**src/rtl/flashid_pkg.sv**
```systemverilog
// Shared widths, opcodes and the geometry record for the flash ID probe.
// Assumes the largest part has 8192 pages of at most 1056 bytes.
package flashid_pkg;
    localparam int PAGES_W = 14;
    localparam int BYTES_W = 11;
    localparam int SHIFT_W = 4;

    localparam logic [7:0] OPC_READ_ID = 8'h9F;
    localparam logic [7:0] OPC_STATUS  = 8'hD7;
    localparam logic [7:0] VENDOR_CODE = 8'h1F;
    localparam logic [7:0] DENSITY_MSK = 8'h3C;

    typedef struct packed {
        logic [PAGES_W-1:0] pages;
        logic [BYTES_W-1:0] bytes;
        logic [SHIFT_W-1:0] shift;
    } geom_t;
endpackage

```
**src/rtl/spi_byte_xfer.sv**
```systemverilog
// Mode-0 SPI byte shifter. A one-cycle start pulse, seen while idle, shifts
// tx_byte out MSB first and collects eight MISO bits into rx_byte. done
// pulses for one cycle after the last falling SCK edge. Chip select is
// driven by the caller. Assumes HALF_DIV >= 1 system clocks per SCK half.
module spi_byte_xfer #(
    parameter int HALF_DIV = 2
) (
    input  logic       clk,
    input  logic       rst_n,
    input  logic       start,
    input  logic [7:0] tx_byte,
    input  logic       miso,
    output logic       sck,
    output logic       mosi,
    output logic [7:0] rx_byte,
    output logic       done
);
    localparam int CNT_W = (HALF_DIV > 1) ? $clog2(HALF_DIV) : 1;
    localparam logic [CNT_W-1:0] DIV_LAST = CNT_W'(HALF_DIV - 1);

    logic             busy;
    logic             sck_q;
    logic             mosi_q;
    logic             done_q;
    logic [7:0]       sh_q;
    logic [7:0]       rx_q;
    logic [2:0]       bit_q;
    logic [CNT_W-1:0] div_q;

    // Bit timing: load on start, sample on SCK rise, advance on SCK fall.
    always_ff @(posedge clk) begin
        if (!rst_n) begin
            busy   <= 1'b0;
            sck_q  <= 1'b0;
            mosi_q <= 1'b0;
            done_q <= 1'b0;
            sh_q   <= '0;
            rx_q   <= '0;
            bit_q  <= '0;
            div_q  <= '0;
        end else begin
            done_q <= 1'b0;
            if (!busy) begin
                if (start) begin
                    busy   <= 1'b1;
                    sh_q   <= tx_byte;
                    mosi_q <= tx_byte[7];
                    bit_q  <= '0;
                    div_q  <= '0;
                    sck_q  <= 1'b0;
                end
            end else if (div_q == DIV_LAST) begin
                div_q <= '0;
                if (!sck_q) begin
                    sck_q <= 1'b1;
                    rx_q  <= {rx_q[6:0], miso};
                end else begin
                    sck_q <= 1'b0;
                    if (bit_q == 3'd7) begin
                        busy   <= 1'b0;
                        done_q <= 1'b1;
                        mosi_q <= 1'b0;
                    end else begin
                        bit_q  <= bit_q + 3'd1;
                        sh_q   <= {sh_q[6:0], 1'b0};
                        mosi_q <= sh_q[6];
                    end
                end
            end else begin
                div_q <= div_q + CNT_W'(1);
            end
        end
    end

    assign sck     = sck_q;
    assign mosi    = mosi_q;
    assign rx_byte = rx_q;
    assign done    = done_q;
endmodule

```
**src/rtl/dev_code_lookup.sv**
```systemverilog
// Maps the two device bytes of an ID read to a geometry family. It gives
// both page-size variants, and tells whether a status read is needed to
// choose between them. Purely combinational.
module dev_code_lookup
    import flashid_pkg::*;
(
    input  logic [15:0] dev_code,
    output logic        hit,
    output logic        needs_status,
    output geom_t       geo_odd,
    output geom_t       geo_pow2
);
    logic               fam_known;
    logic [1:0]         size_cls;
    logic [PAGES_W-1:0] pages;

    // Family decode from the first device byte.
    always_comb begin
        fam_known = 1'b1;
        size_cls  = 2'd0;
        pages     = '0;
        case (dev_code[15:8])
            8'h22: pages = PAGES_W'(512);
            8'h23: pages = PAGES_W'(1024);
            8'h24: pages = PAGES_W'(2048);
            8'h25: pages = PAGES_W'(4096);
            8'h26: begin pages = PAGES_W'(4096); size_cls = 2'd1; end
            8'h27: begin pages = PAGES_W'(8192); size_cls = 2'd1; end
            8'h28: begin pages = PAGES_W'(8192); size_cls = 2'd2; end
            default: fam_known = 1'b0;
        endcase
    end

    // Accept listed codes and build both variants from the size class.
    always_comb begin
        hit           = fam_known && ((dev_code[7:0] == 8'h00) || (dev_code == 16'h2701));
        needs_status  = hit && (dev_code != 16'h2700);
        geo_odd.pages  = pages;
        geo_odd.bytes  = BYTES_W'(264) << size_cls;
        geo_odd.shift  = SHIFT_W'(9) + SHIFT_W'(size_cls);
        geo_pow2.pages = pages;
        geo_pow2.bytes = BYTES_W'(256) << size_cls;
        geo_pow2.shift = SHIFT_W'(8) + SHIFT_W'(size_cls);
    end
endmodule

```
**src/rtl/density_lookup.sv**
```systemverilog
// Fallback decode of the density code held in status bits 5:2. It rejects
// the all-zero and all-one status values that a missing device returns.
// Purely combinational.
module density_lookup
    import flashid_pkg::*;
(
    input  logic [7:0] status,
    output logic       hit,
    output geom_t      geo
);
    // Density code to geometry, with the no-device values rejected first.
    always_comb begin
        hit = 1'b1;
        geo = '0;
        if ((status == 8'h00) || (status == 8'hFF)) begin
            hit = 1'b0;
        end else begin
            case (status & DENSITY_MSK)
                8'h0C: geo = '{PAGES_W'(512),  BYTES_W'(264),  SHIFT_W'(9)};
                8'h14: geo = '{PAGES_W'(1024), BYTES_W'(264),  SHIFT_W'(9)};
                8'h1C: geo = '{PAGES_W'(2048), BYTES_W'(264),  SHIFT_W'(9)};
                8'h24: geo = '{PAGES_W'(4096), BYTES_W'(264),  SHIFT_W'(9)};
                8'h2C: geo = '{PAGES_W'(4096), BYTES_W'(528),  SHIFT_W'(10)};
                8'h34: geo = '{PAGES_W'(8192), BYTES_W'(528),  SHIFT_W'(10)};
                8'h38,
                8'h3C: geo = '{PAGES_W'(8192), BYTES_W'(1056), SHIFT_W'(11)};
                default: hit = 1'b0;
            endcase
        end
    end
endmodule

```
**src/rtl/flash_id_probe.sv**
```systemverilog
// Top of the flash identification probe. After reset release it runs an ID
// read, then a status read where one is needed, and latches the geometry
// or an unsupported flag. Results are held until the next reset. Assumes
// one flash on the bus, which answers opcodes 0x9F and 0xD7 in SPI mode 0.
module flash_id_probe
    import flashid_pkg::*;
#(
    parameter int HALF_DIV = 2
) (
    input  logic               clk,
    input  logic               rst_n,
    input  logic               spi_miso,
    output logic               spi_cs_n,
    output logic               spi_sck,
    output logic               spi_mosi,
    output logic               geo_valid,
    output logic               dev_unsupported,
    output logic               found_by_id,
    output logic [PAGES_W-1:0] geo_pages,
    output logic [BYTES_W-1:0] geo_page_bytes,
    output logic [SHIFT_W-1:0] geo_addr_shift
);
    localparam int ID_BYTES = 3;

    typedef enum logic [2:0] {
        ST_LAUNCH, ST_ID_SHIFT, ST_ID_JUDGE,
        ST_SR_LAUNCH, ST_SR_SHIFT, ST_SR_JUDGE, ST_FINISHED
    } phase_t;

    phase_t      phase_q;
    logic        cs_n_q;
    logic        kick_q;
    logic [7:0]  tx_q;
    logic [1:0]  byte_q;
    logic [23:0] id_q;
    logic [7:0]  sr_q;
    logic        via_id_q;
    logic        valid_q;
    logic        bad_q;
    geom_t       geo_q;

    logic        x_done;
    logic [7:0]  x_rx;
    logic        id_hit, id_needs_sr, dens_hit;
    geom_t       id_geo_odd, id_geo_pow2, dens_geo;

    spi_byte_xfer #(.HALF_DIV(HALF_DIV)) u_xfer (
        .clk(clk), .rst_n(rst_n), .start(kick_q), .tx_byte(tx_q),
        .miso(spi_miso), .sck(spi_sck), .mosi(spi_mosi),
        .rx_byte(x_rx), .done(x_done)
    );

    dev_code_lookup u_devtab (
        .dev_code(id_q[15:0]), .hit(id_hit), .needs_status(id_needs_sr),
        .geo_odd(id_geo_odd), .geo_pow2(id_geo_pow2)
    );

    density_lookup u_denstab (
        .status(sr_q), .hit(dens_hit), .geo(dens_geo)
    );

    // Probe sequencer: ID transaction, optional status transaction, verdict.
    always_ff @(posedge clk) begin
        if (!rst_n) begin
            phase_q  <= ST_LAUNCH;
            cs_n_q   <= 1'b1;
            kick_q   <= 1'b0;
            tx_q     <= '0;
            byte_q   <= '0;
            id_q     <= '0;
            sr_q     <= '0;
            via_id_q <= 1'b0;
            valid_q  <= 1'b0;
            bad_q    <= 1'b0;
            geo_q    <= '0;
        end else begin
            kick_q <= 1'b0;
            case (phase_q)
                ST_LAUNCH: begin
                    cs_n_q  <= 1'b0;
                    kick_q  <= 1'b1;
                    tx_q    <= OPC_READ_ID;
                    byte_q  <= '0;
                    phase_q <= ST_ID_SHIFT;
                end
                ST_ID_SHIFT: if (x_done) begin
                    if (byte_q != 2'd0) id_q <= {id_q[15:0], x_rx};
                    if (byte_q == 2'(ID_BYTES)) begin
                        cs_n_q  <= 1'b1;
                        phase_q <= ST_ID_JUDGE;
                    end else begin
                        byte_q <= byte_q + 2'd1;
                        kick_q <= 1'b1;
                        tx_q   <= 8'h00;
                    end
                end
                ST_ID_JUDGE: begin
                    if (id_q[23:16] == VENDOR_CODE) begin
                        via_id_q <= 1'b1;
                        if (!id_hit) begin
                            bad_q   <= 1'b1;
                            phase_q <= ST_FINISHED;
                        end else if (id_needs_sr) begin
                            phase_q <= ST_SR_LAUNCH;
                        end else begin
                            geo_q   <= id_geo_odd;
                            valid_q <= 1'b1;
                            phase_q <= ST_FINISHED;
                        end
                    end else begin
                        via_id_q <= 1'b0;
                        phase_q  <= ST_SR_LAUNCH;
                    end
                end
                ST_SR_LAUNCH: begin
                    cs_n_q  <= 1'b0;
                    kick_q  <= 1'b1;
                    tx_q    <= OPC_STATUS;
                    byte_q  <= '0;
                    phase_q <= ST_SR_SHIFT;
                end
                ST_SR_SHIFT: if (x_done) begin
                    if (byte_q == 2'd1) begin
                        sr_q    <= x_rx;
                        cs_n_q  <= 1'b1;
                        phase_q <= ST_SR_JUDGE;
                    end else begin
                        byte_q <= 2'd1;
                        kick_q <= 1'b1;
                        tx_q   <= 8'h00;
                    end
                end
                ST_SR_JUDGE: begin
                    phase_q <= ST_FINISHED;
                    if (via_id_q) begin
                        geo_q   <= sr_q[0] ? id_geo_pow2 : id_geo_odd;
                        valid_q <= 1'b1;
                    end else if (dens_hit) begin
                        geo_q   <= dens_geo;
                        valid_q <= 1'b1;
                    end else begin
                        bad_q <= 1'b1;
                    end
                end
                default: phase_q <= ST_FINISHED;
            endcase
        end
    end

    assign spi_cs_n        = cs_n_q;
    assign geo_valid       = valid_q;
    assign dev_unsupported = bad_q;
    assign found_by_id     = via_id_q & valid_q;
    assign geo_pages       = geo_q.pages;
    assign geo_page_bytes  = geo_q.bytes;
    assign geo_addr_shift  = geo_q.shift;
endmodule

```
**config.mk**
```make
export PLATFORM = sky130hd
export DESIGN_NAME = flash_id_probe
export DESIGN_NICKNAME = d
export VERILOG_FILES = /design/src/rtl/flashid_pkg.sv /design/src/rtl/spi_byte_xfer.sv /design/src/rtl/dev_code_lookup.sv /design/src/rtl/density_lookup.sv /design/src/rtl/flash_id_probe.sv
export SDC_FILE = /design/constraint.sdc
export NUM_CORES = 1
export LEC_CHECK = 0
export ABC_AREA = 1
export BUFFER_PORTS_ARGS = -buffer_cell sky130_fd_sc_hd__buf_2
export CORE_UTILIZATION = 63
export CTS_BUF_LIST = sky130_fd_sc_hd__clkbuf_16
export DETAILED_ROUTE_END_ITERATION = 16
export PLACE_DENSITY = 0.95
export SLEW_MARGIN = 20
export SYNTH_ARGS = -nofsm -noshare
export SYNTH_HDL_FRONTEND = slang
export SYNTH_SLANG_ARGS = --single-unit
```
**constraint.sdc**
```tcl
create_clock -name clk -period 5.3 [get_ports clk]
set_clock_uncertainty 0.2 [all_clocks]
set_input_delay 1.325 -clock clk [delete_from_list [all_inputs] [get_ports clk]]
set_output_delay 1.325 -clock clk [all_outputs]
set_load 0.03 [all_outputs]
```
# After elaboration in Yosys (flattened, before gate mapping)
# Cells that the tools add are included.
# classes
add_sub_neg	5
n_eq_ne	43
shifts	2
muxes	81
bitwise_logic	2
reduce_logical	32
# ops
operator	n
one-hot mux 29 bit (7 select lines)	1
2-to-1 mux 29 bit	6
one-hot mux 14 bit (5 select lines)	1
one-hot mux 29 bit (2 select lines)	1
equality test 8 x 6 -> 1 bit (second input constant)	7
2-to-1 mux 1 bit	38
2-to-1 mux 3 bit	12
2-to-1 mux 7 bit	5
2-to-1 mux 8 bit	4
one-hot mux 8 bit (4 select lines)	1
!= test 2 bit (second input constant)	13
AND reduction 5 bit	5
left shift 9 x 2 -> 11 bit (first input constant)	2
equality test 4 bit (second input constant)	5
equality test 16 x 14 -> 1 bit (second input constant)	1
logical NOT 8 bit	2
!= test 16 x 14 -> 1 bit (second input constant)	1
2-to-1 mux 15 bit	1
one-hot mux 3 bit (5 select lines)	1
AND reduction 3 bit	4
AND reduction 4 bit	3
OR reduction 2 bit	5
equality test 3 bit (second input constant)	3
adder 4 x 2 -> 4 bit (first input constant)	2
other kinds (29)	41
# word_totals
regBits	102
in_bits	3

# Longest topological paths before layout
# Gate-level depths: netlist (run 1).
# logic_depth
depth_word	9
depth_mapped	15
depth_no_buf	15

# Modules after synthesis
# A second synthesis (run 1) with hierarchy kept.
# unflattened
cells_unflattened	1015
area_unflattened_um2	6018.3
# by_module_without_submodules
module	n_inst	cells_each	area_per_inst_um2	seq_area_each_um2
flash_id_probe	1	678	3950.0	1481.4
spi_byte_xfer	1	160	1057.3	460.4
dev_code_lookup	1	111	673.1	0.0
density_lookup	1	66	337.8	0.0

# Least setup slack after synthesis (run 1)
# OpenSTA, ideal clock, no wires.
# synth_timing
kind	register -> output
start	register valid_q, in the netlist geo_valid
end	output found_by_id
t_arrival_ns	0.801
path_slack_ns	2.974
path_stages_with_launch	3
path_buffers	0
path_cell_list	dfxtp_1 > nand2_1 > inv_1
# synth_via
elab_chain_cells	1
# synth_rtl
element	line	rtl
start, declared	flash_id_probe.sv:38	logic valid_q;
start signal, assigned	flash_id_probe.sv:73	valid_q <= 1'b0;
start signal, assigned	flash_id_probe.sv:107	valid_q <= 1'b1;
start signal, assigned	flash_id_probe.sv:137	valid_q <= 1'b1;
bitwise AND 1 bit	flash_id_probe.sv:153	assign found_by_id = via_id_q & valid_q;
end, declared	flash_id_probe.sv:18	output logic found_by_id,
# Every way passes these cells.

# Worst setup path after layout (run 1)
# layout_timing
start	input rst_n
end	register u_xfer.div_q
# layout_lines
element	line	rtl
start, declared	flash_id_probe.sv:11	input logic rst_n,
end signal, assigned	spi_byte_xfer.sv:70	div_q <= div_q + CNT_W'(1);
end, declared	spi_byte_xfer.sv:28	logic [CNT_W-1:0] div_q;
# No word-level cell between the ends.

==> summary.txt, run 1 <==
Run status
  • Status: complete, no violations

Min path
  • Hold Path Sink: u_xfer.sh_q[0]
  • Hold path startpoint: u_xfer.sh_q[0]
  • Hold crit path type: reg -> reg
  • Hold path depth: 2

Clock tree
  • CTS tree: yes
  • CTS Hold Bufs: 0
  • Num CTS Buffers: 9
  • CTS Sinks: 83
  • Number of gates resized after CTS: 0
  • Clock Pin Slew Worst Setup and Hold Paths: roughly 60 ps
  • Clk buf depth: 2
  • H-tree levels: 3
  • Post-CTS Setup Inserts: 0
  • Clk Latency, worst-skew pair: 340 ps
  • Root buf cell: clkbuf_16

Placement
  • Post-Place Cells: around 600
  • HPWL Detailed: between 5000 and 6000 um
  • Final Wtd Congestion: approximately 0.9
  • Port bufs: 24

Logic synthesis
  • Top_reg_cell synth: dfxtp_1
  • Seq/Total Area, Yosys: a little over two fifths
  • Post-synth EDFFs: 0
  • Cells after Synth: approximately 530
  • Yosys cell types: 40
  • Mapped Area: 3940 um^2
  • Synth warn: 0
  • Syn avg cell area: approximately 7.4 um^2
  • Post-synthesis register bit count: between 80 and 90
  • Ys async rst share: 0%

Detailed routing
  • Total wire length: between 8000 and 9000 um
  • DRT antenna net count: 0
  • DRC: 0
  • Vias/cell: 5.66
  • DR vias: approximately 3.6k
  • Starting DRT DRC Count: ~290
  • Drt first pass iters: 6
  • Routed WL per cell: between 10 and 15 um

Cells and area
  • P&R area growth vs syn: 8.30%
  • # diodes: 0
  • Share of cells above drive strength 1: ~14%
  • Layout Cells excl Fill: between 600 and 700
  • Most common cell after layout, fill and taps aside: dfxtp_1
  • Final net count: ~560
  • Commonest non-fill, non-tap cells in the layout: 83 x dfxtp_1, 82 x nand2_1, 63 x inv_1

Timing
  • Crit share post-route: between 50 and 60%
  • Final Hold Viols: 0
  • Tmin final: 3030 ps
  • Slew Viols, Final: 0
  • Final setup vio count: 0
  • Rel. slew slack: a little under half
  • RSZ-0062 raised after global routing: false
  • Setup TNS: 0 ps
  • Worst-Margin Slew: about 790 ps
  • Max Clk Rate: 331 MHz

Setup path
  • Cell Chain, Critical Path: buf_2 -> buf_4 -> clkinv_1 -> a211oi_1
  • FF-to-FF setup slack: about 3000 ps
  • Top cell family by delay on the critical path: buffers and inverters
  • Worst Path Required: between 5000 and 6000 ps
  • Setup crit end kind: register
  • CP arrival: approximately 3100 ps
  • Worst Reg2Reg Path Length in Cells: 15
  • Highest fanout seen on the critical path: 58
  • Startpoint Class: input port
  • R2r startpoint: id_q[14]
  • Worst path slowest cell: clkinv_1
  • Slowest Stage Delay on Critical Path: slightly below 800 ps
  • Buf+Inv Stages, Crit Path: 3
  • Reg2Reg Capture Point: geo_addr_shift[1]
  • Kind of critical path: in -> reg

Floorplanning
  • # IOs: 38
  • Rows: 28
  • Starting Density: 65.7%
  • Die X-Extent: a little over 80 um
  • Die Y: between 80 and 90 um
  • Core area: 5990 um^2
  • Die area: roughly 6600 um^2

Global routing
  • Tot GR Track Use: 27.5%
  • Total gr overflow: 0
  • Initial antenna violation count: 0
  • First-pass GRT wire length: 13900 um
  • Largest net degree at the start of global routing: 59
  • Vias in the first global route: about 3.2k

Flow run
  • Maxcap violations: 0

Pwr
  • P per Cell Area: between 300 and 400 nW/um^2
  • Cell leakage power: between 0.0015 and 0.002 uW
  • Peak VDD IR: 250 uV
[registers in the layout, summed over array words and instances, names as in the netlist, 2 cells and up]
name            cells
geo_pages           5
u_xfer.rx_byte      8
phase_q             3
id_q               24
u_xfer.sh_q         7
byte_q              2
tx_q                3
u_xfer.bit_q        3
sr_q                8
geo_addr_shift      4
geo_page_bytes      6
[how the worst max path moves through the flow]
stage	from	end	slack [ps]	depth (start not counted)
after floorplan	geo_valid	found_by_id	2970	2
after global placement	rst_n	spi_cs_n	2060	5
after detailed placement	rst_n	spi_cs_n	1990	5
after CTS	rst_n	u_xfer.div_q	2300	4
after global routing	rst_n	u_xfer.div_q	2130	4
final	rst_n	u_xfer.div_q	2270	4
[report_power, final]
part / switching [uW] / leakage, uW / internal (uW)
registers: 45.8 / 0.000672 / 679
clock network: 251 / 0.000134 / 311
logic: 214 / 0.00101 / 87.9
total: 510 / 0.00181 / 1080
[synthesized netlist by cell type (2+ instances only)]
| master | instances | area share, % |
|---|---|---|
| nor3_1 | 9 | 1.1 |
| nand3_1 | 14 | 1.8 |
| nor2_2 | 12 | 1.9 |
| a31oi_1 | 5 | 0.79 |
| or2_2 | 2 | 0.32 |
| nor2_1 | 55 | 5.2 |
| nand2_2 | 5 | 0.79 |
| a22oi_1 | 3 | 0.57 |
| nand2_1 | 82 | 7.8 |
| buf_6 | 2 | 0.57 |
| nor2_4 | 3 | 0.86 |
| nand3_2 | 3 | 0.76 |
| dfxtp_1 | 83 | 42 |
| inv_1 | 61 | 5.8 |
| buf_2 | 7 | 0.89 |
| o21ai_0 | 61 | 7.8 |
| a21oi_2 | 3 | 0.67 |
| buf_4 | 14 | 2.7 |
| ha_1 | 9 | 2.9 |
| inv_2 | 3 | 0.29 |
| clkbuf_1 | 8 | 0.76 |
| nor4_1 | 2 | 0.32 |
| a21oi_1 | 60 | 7.6 |
| nand4_1 | 4 | 0.64 |
| o21ai_1 | 8 | 1.0 |
[tightest hold or removal path, cell delays in order (launching register included)]
cell	delay (ps)
dfxtp_1	310
nand2_1	60
a21oi_1	50
[logic make-up (layout without fill, tap and decap cells)]
kind of cell	after synthesis	count (layout)	synth area share, %
simple gates	196	196	23.5
compound gates	145	145	19.5
buf+inv	99	108	11.9
flops	83	83	42.2
fa+ha+maj	9	9	2.86
other cells	1	13	0.0953
[metal layers]
metal | track usage (%) | wire [um] | part of all wire (%)
met5 | 0 | 0 | 0
met3 | 7.08 | 500 | 6.0
met2 | 46.5 | 4010 | 48
met4 | 9.46 | 170 | 2.0
met1 | 33.8 | 3700 | 44
[cell type report]
| class | instances | area, um^2 |
|---|---|---|
| repair buffers | 26 | 135 |
| inverters | 66 | 250 |
| clock inverters | 7 | 37.5 |
| flip-flops and latches | 83 | 1660 |
| well taps | 75 | 93.8 |
| clock buffers | 9 | 225 |
| fillers | 456 | 1730 |
| multi-input cells | 363 | 1860 |
[through the flow]
step	utilization [%]	setup slack (ps)	power [uW]	instance area [um^2]	hold slack (ps)
after floorplan	-	2970	973	3980	240
after global placement	66.8	2060	1010	4000	239
after detailed placement	66.8	1990	1030	4000	244
after CTS	71.2	2300	1590	4260	263
after global routing	71.2	2130	1660	4260	292
final	71.2	2270	1590	4260	263
Power figures use the tool's default switching activity.
==> run 2, diff against run 1 <==
--- a/config.mk
+++ b/config.mk
@@ -7,10 +7,10 @@
 export LEC_CHECK = 0
 export ABC_AREA = 1
 export BUFFER_PORTS_ARGS = -buffer_cell sky130_fd_sc_hd__buf_2
-export CORE_UTILIZATION = 63
+export CORE_UTILIZATION = 59
 export CTS_BUF_LIST = sky130_fd_sc_hd__clkbuf_16
 export DETAILED_ROUTE_END_ITERATION = 16
-export PLACE_DENSITY = 0.95
+export PLACE_DENSITY = 0.91
 export SLEW_MARGIN = 20
 export SYNTH_ARGS = -nofsm -noshare
 export SYNTH_HDL_FRONTEND = slang
==> constraint.sdc (replaced) <==
create_clock -name clk -period 3.1 [get_ports clk]
set_clock_uncertainty 0.2 [all_clocks]
set_input_delay 0.775 -clock clk [delete_from_list [all_inputs] [get_ports clk]]
set_output_delay 0.775 -clock clk [all_outputs]
set_load 0.03 [all_outputs]
==> run 2 against run 1 <==
Core utilization shrank 3.0 points; global-route usage is 2.0 points lower; flip-flop and latch count stayed put; first-iteration DRC count is 4.1% higher; sequential share of layout area is 0.80 points lower; count of clock-buffer cells in the layout unchanged; hold slack lost 5.6 ps; register-to-register slack lost 2200 ps; non-clock buffer count rose by 1; largest cell class unchanged.
==> summary.txt, run 2 (synthesis results as in run 1) <==
Timing
  • Crit share post-route: 72.7%
  • RSZ-0062 raised after global routing: false
  • Final setup margin: 845 ps
  • Tmin final: 2250 ps
  • Final setup vio count: 0
  • Final Hold Viols: 0
  • Rel. slew slack: approximately 63%
  • Slew Viols, Final: 0
  • Setup TNS: 0 ps
  • Max Clk Rate: around 440 MHz
  • Worst-Margin Slew: approximately 550 ps

Floorplanning
  • Core area: roughly 6400 um^2
  • Starting Density: between 60% and 70%
  • Rows: 29
  • Die Y: 83.7 um
  • # IOs: 38
  • Die area: roughly 7000 um^2
  • Die X-Extent: roughly 84 um

Clock tree
  • Clk buf depth: 2
  • Number of gates resized after CTS: 0
  • H-tree levels: 3
  • Clock Pin Slew Worst Setup and Hold Paths: roughly 60 ps
  • CTS Hold Bufs: 0
  • Num CTS Buffers: 9
  • Clk Latency, worst-skew pair: about 340 ps
  • CTS Sinks: between 80 and 90
  • Post-CTS Setup Inserts: 0
  • CTS tree: yes
  • Root buf cell: clkbuf_16

Setup path
  • Startpoint Class: register
  • Worst Reg2Reg Path Length in Cells: 15
  • R2r startpoint: id_q[11]
  • Highest fanout seen on the critical path: 4
  • Cell Chain, Critical Path: inv_1 -> nand2_1 -> nor2_1 -> nand2_1 -> nand2_1 -> inv_1 -> ha_1 -> inv_1 -> a21oi_1 -> a21oi_1 -> nand2_1 -> nand2_1 -> nand2_1 -> nand2_1 -> nor2_1
  • Reg2Reg Capture Point: geo_addr_shift[1]
  • Worst path slowest cell: dfxtp_1
  • Kind of critical path: reg -> reg
  • Setup crit end kind: register
  • Most frequent CP cell: nand2_1
  • CP arrival: roughly 2300 ps
  • Buf+Inv Stages, Crit Path: 3
  • Slowest Stage Delay on Critical Path: ~340 ps
  • Worst Path Required: approximately 3100 ps
  • Top cell family by delay on the critical path: simple AND/OR/NAND/NOR gates
  • FF-to-FF setup slack: around 850 ps

Placement
  • Final Wtd Congestion: slightly below 0.9
  • Port bufs: 24
  • HPWL Detailed: roughly 5600 um
  • Post-Place Cells: roughly 620
  • Dpl ws: around 1000 ps

Detailed routing
  • Routed WL per cell: about 13 um
  • DRC: 0
  • DRT antenna net count: 0
  • DR vias: 3481
  • Total wire length: approximately 8400 um
  • Vias/cell: between 5 and 6
  • Starting DRT DRC Count: between 300 and 400
  • Drt first pass iters: 5

Min path
  • Hold path depth: 2
  • Hold Path Sink: dev_unsupported
  • Hold crit path type: reg -> reg
  • Hold path startpoint: dev_unsupported

Global routing
  • First-pass GRT wire length: between 10000 and 15000 um
  • Tot GR Track Use: around 26%
  • Largest net degree at the start of global routing: between 50 and 60
  • Vias in the first global route: between 3k and 4k
  • Total gr overflow: 0
  • Initial antenna violation count: 0

Cells and area
  • Most common cell after layout, fill and taps aside: dfxtp_1
  • Number of flip-flops in the largest register: 24
  • Share of cells above drive strength 1: about 14%
  • Final Util: about 68%
  • Layout Cells excl Fill: 632
  • P&R area growth vs syn: 10.6%
  • Largest Register: id_q
  • Commonest non-fill, non-tap cells in the layout: 83 x dfxtp_1, 82 x nand2_1, 61 x inv_1, 61 x o21ai_0, 60 x a21oi_1
  • # diodes: 0
  • Final net count: 562

Pwr
  • Tot Pwr: roughly 3000 uW
  • Cell leakage power: between 0.0015 and 0.002 uW
  • P per Cell Area: around 700 nW/um^2
  • Peak VDD IR: between 600 and 700 uV

Run status
  • Status: complete, no violations

Flow run
  • Maxcap violations: 0
-- run 2: worst max-delay path by stage --
stage                     startpoint                end  slack (ps)  cells after the start
final                       id_q[11]  geo_addr_shift[1]         850                     15
after global routing        id_q[11]  geo_addr_shift[1]         630                     15
after CTS                   id_q[11]  geo_addr_shift[1]         890                     15
after detailed placement    id_q[13]  geo_addr_shift[1]        1030                     14
after global placement      id_q[14]  geo_addr_shift[1]        1100                     15
after floorplan             id_q[14]  geo_addr_shift[1]        1210                     15
-- run 2: area by class of cell --
type / instances / area [um^2]
clock buffers: 9 / 225
clock inverters: 7 / 116
fillers: 498 / 2030
inverters: 66 / 250
multi-input cells: 363 / 1860
flip-flops and latches: 83 / 1660
well taps: 77 / 96.3
repair buffers: 27 / 143
-- run 2: power by group --
group	internal [uW]	switching, uW	total (uW)
registers	1160	76.9	1240
clock network	785	422	1210
logic	151	377	528
-- run 2: tightest hold or removal path, delay by kind of cell (launching register included) --
kind	cells	cell delay, ps
buffers and inverters	1	50
AO/OA/AOI/OAI	1	50
flip-flops	1	310
-- run 2: metal layers --
metal	GRT usage [%]	part of all wire [%]
met4	13.1	2.5
met2	41.0	47
met5	0	0
met3	5.44	5.1
met1	32.2	45
-- run 2: through the flow --
stage               hold WS (ps)  area [um^2]
floorplan                    240         3980
global placement             241         4010
detailed placement           246         4010
CTS                          257         4350
global route                 281         4350
finish                       257         4350
==> run 3, diff against run 2 <==
==> constraint.sdc (replaced) <==
create_clock -name clk -period 2.2 [get_ports clk]
set_clock_uncertainty 0.2 [all_clocks]
set_input_delay 0.55 -clock clk [delete_from_list [all_inputs] [get_ports clk]]
set_output_delay 0.55 -clock clk [all_outputs]
set_load 0.03 [all_outputs]
==> run 3 against run 2 <==
Register-to-register slack got worse by 770 ps; routed wire length increased by 4.1%; global-route usage about the same; core utilization increased by 0.57 points; critical path depth is the same; flip-flop and latch count unchanged; clock power is 25% higher; combinational power is 41% higher.
==> summary.txt, run 3 (synthesis results as in run 1) <==
Global routing
  • Most Crowded Layer GR: met2
  • Tot GR Track Use: approximately 26%
  • Largest net degree at the start of global routing: between 50 and 60
  • Initial antenna violation count: 0
  • Total gr overflow: 0
  • Met2 Use GR: 43.0%
  • Vias in the first global route: about 3.3k
  • First-pass GRT wire length: about 14000 um
  • Met3 usage: ~7.2%
  • Met1 global-route usage: 30.2%

Floorplanning
  • Die Y: 83.7 um
  • Die X-Extent: about 84 um
  • # IOs: 38
  • Die area: ~7000 um^2
  • Core area: between 6000 and 7000 um^2
  • Starting Density: between 60 and 70%
  • Rows: 29

Setup path
  • Kind of critical path: reg -> reg
  • Most frequent CP cell: nand2_1
  • Buf+Inv Stages, Crit Path: 3
  • CP arrival: 2170 ps
  • Startpoint Class: register
  • Cell Chain, Critical Path: inv_1 -> nand2_2 -> nor2_4 -> nand3_2 -> nand2_2 -> inv_1 -> ha_1 -> inv_1 -> a21oi_1 -> a21oi_1 -> nand2_1 -> nand2_1 -> nand2_1 -> nand2_1 -> nor2_1
  • Worst path slowest cell: dfxtp_1
  • Top cell family by delay on the critical path: simple AND/OR/NAND/NOR gates
  • Slowest Stage Delay on Critical Path: ~320 ps
  • Highest fanout seen on the critical path: 5
  • Reg2Reg Capture Point: geo_addr_shift[1]
  • FF-to-FF setup slack: 80 ps
  • R2r startpoint: id_q[15]
  • Worst Path Required: approximately 2200 ps
  • Worst Reg2Reg Path Length in Cells: 15
  • Setup crit end kind: register

Cells and area
  • Final net count: between 500 and 600
  • Most common cell after layout, fill and taps aside: dfxtp_1
  • Largest Register: id_q
  • Filler cell count: ~480
  • # diodes: 0
  • Commonest non-fill, non-tap cells in the layout: 82 x dfxtp_1, 79 x nand2_1, 61 x o21ai_0
  • P&R area growth vs syn: 11.5%
  • Share of cells above drive strength 1: between 10% and 20%
  • Number of flip-flops in the largest register: 24

Placement
  • Final Wtd Congestion: roughly 0.94
  • Port bufs: 24
  • HPWL Detailed: 5740 um
  • Dpl ws: approximately 160 ps

Timing
  • Tmin final: about 2100 ps
  • Slew Viols, Final: 0
  • Final setup vio count: 0
  • Rel. slew slack: 63.3%
  • Crit share post-route: roughly 97%
  • Final setup margin: 76.1 ps
  • Final Hold Viols: 0
  • Worst-Margin Slew: 549 ps
  • Max Clk Rate: around 470 MHz

Clock tree
  • Clk Latency, worst-skew pair: 340 ps
  • Clk buf depth: 2
  • CTS tree: yes
  • CTS Sinks: just over 80
  • Num CTS Buffers: 9
  • Clock Pin Slew Worst Setup and Hold Paths: roughly 60 ps
  • H-tree levels: 3
  • CTS Hold Bufs: 0
  • Root buf cell: clkbuf_16

Detailed routing
  • Vias/cell: roughly 5.6
  • DR vias: approximately 3.5k
  • DRT antenna net count: 0
  • Routed WL per cell: ~14 um
  • Starting DRT DRC Count: roughly 300
  • Total wire length: 8710 um
  • Drt first pass iters: 5
  • DRC: 0

Pwr
  • Peak VDD IR: between 900 and 1000 uV
  • Cell leakage power: about 0.0019 uW
  • Tot Pwr: between 3000 and 4000 uW
  • P per Cell Area: 910 nW/um^2

Min path
  • Hold Path Sink: dev_unsupported
  • Hold path startpoint: dev_unsupported
  • Hold path depth: 2
  • Hold crit path type: reg -> reg

Flow run
  • Maxcap violations: 0

Run status
  • Status: complete, no violations
## run 3: worst max path at each step
stage,from,to,cells past startpoint
3_5_place_dp,id_q[14],geo_addr_shift[1],15
3_3_place_gp,id_q[14],geo_addr_shift[1],15
2_1_floorplan,id_q[14],geo_addr_shift[1],15
5_1_grt,id_q[15],geo_addr_shift[1],15
6_report,id_q[15],geo_addr_shift[1],15
4_1_cts,id_q[14],geo_addr_shift[1],15
## run 3: what timing repair did
item	in CTS	in global routing
gates resized for setup	0	9
setup endpoints to repair	0	3
buffers inserted	0	3
## run 3: final cells by class
class | instances | area [um^2] | share of cell area [%]
Clock buffer | 9 | 225 | 5.13
Clock inverter | 7 | 76.3 | 1.74
Inverter | 66 | 253 | 5.76
Multi-Input combinational cell | 363 | 1870 | 42.7
Sequential cell | 83 | 1660 | 37.9
Tap cell | 77 | 96.3 | 2.20
Timing Repair Buffer | 33 | 200 | 4.56
## run 3: routing by layer
layer	wire length (um)	vias up	share of wire, %
met5	0	-	0
met4	249	0	2.9
met3	601	26	6.9
met2	4240	154	49
met1	3620	1611	42
li1	-	1755	-
## run 3: worst register-to-register path: cells and delay by family (launching register included)
kind / cells / cell delay, ps
simple gates: 9 / 760
fa+ha+maj: 1 / 280
compound gates: 2 / 210
buf+inv: 3 / 260
flops: 1 / 320
## run 3: power by group
group | switching [uW] | internal, uW
Clock | 622 | 884
Combinational | 523 | 219
Sequential | 110 | 1640
## run 3: through the flow
stage               utilization (%)  std cells  area, um^2  hold slack (ps)  TNS [ps]
floorplan                         -        545        3980              240         0
global placement               63.3        619        4050              236         0
detailed placement             63.3        619        4050              237         0
CTS                            68.1        635        4350              246         0
global route                   68.7        638        4390              260     -49.9
finish                         68.7        638        4390              244         0
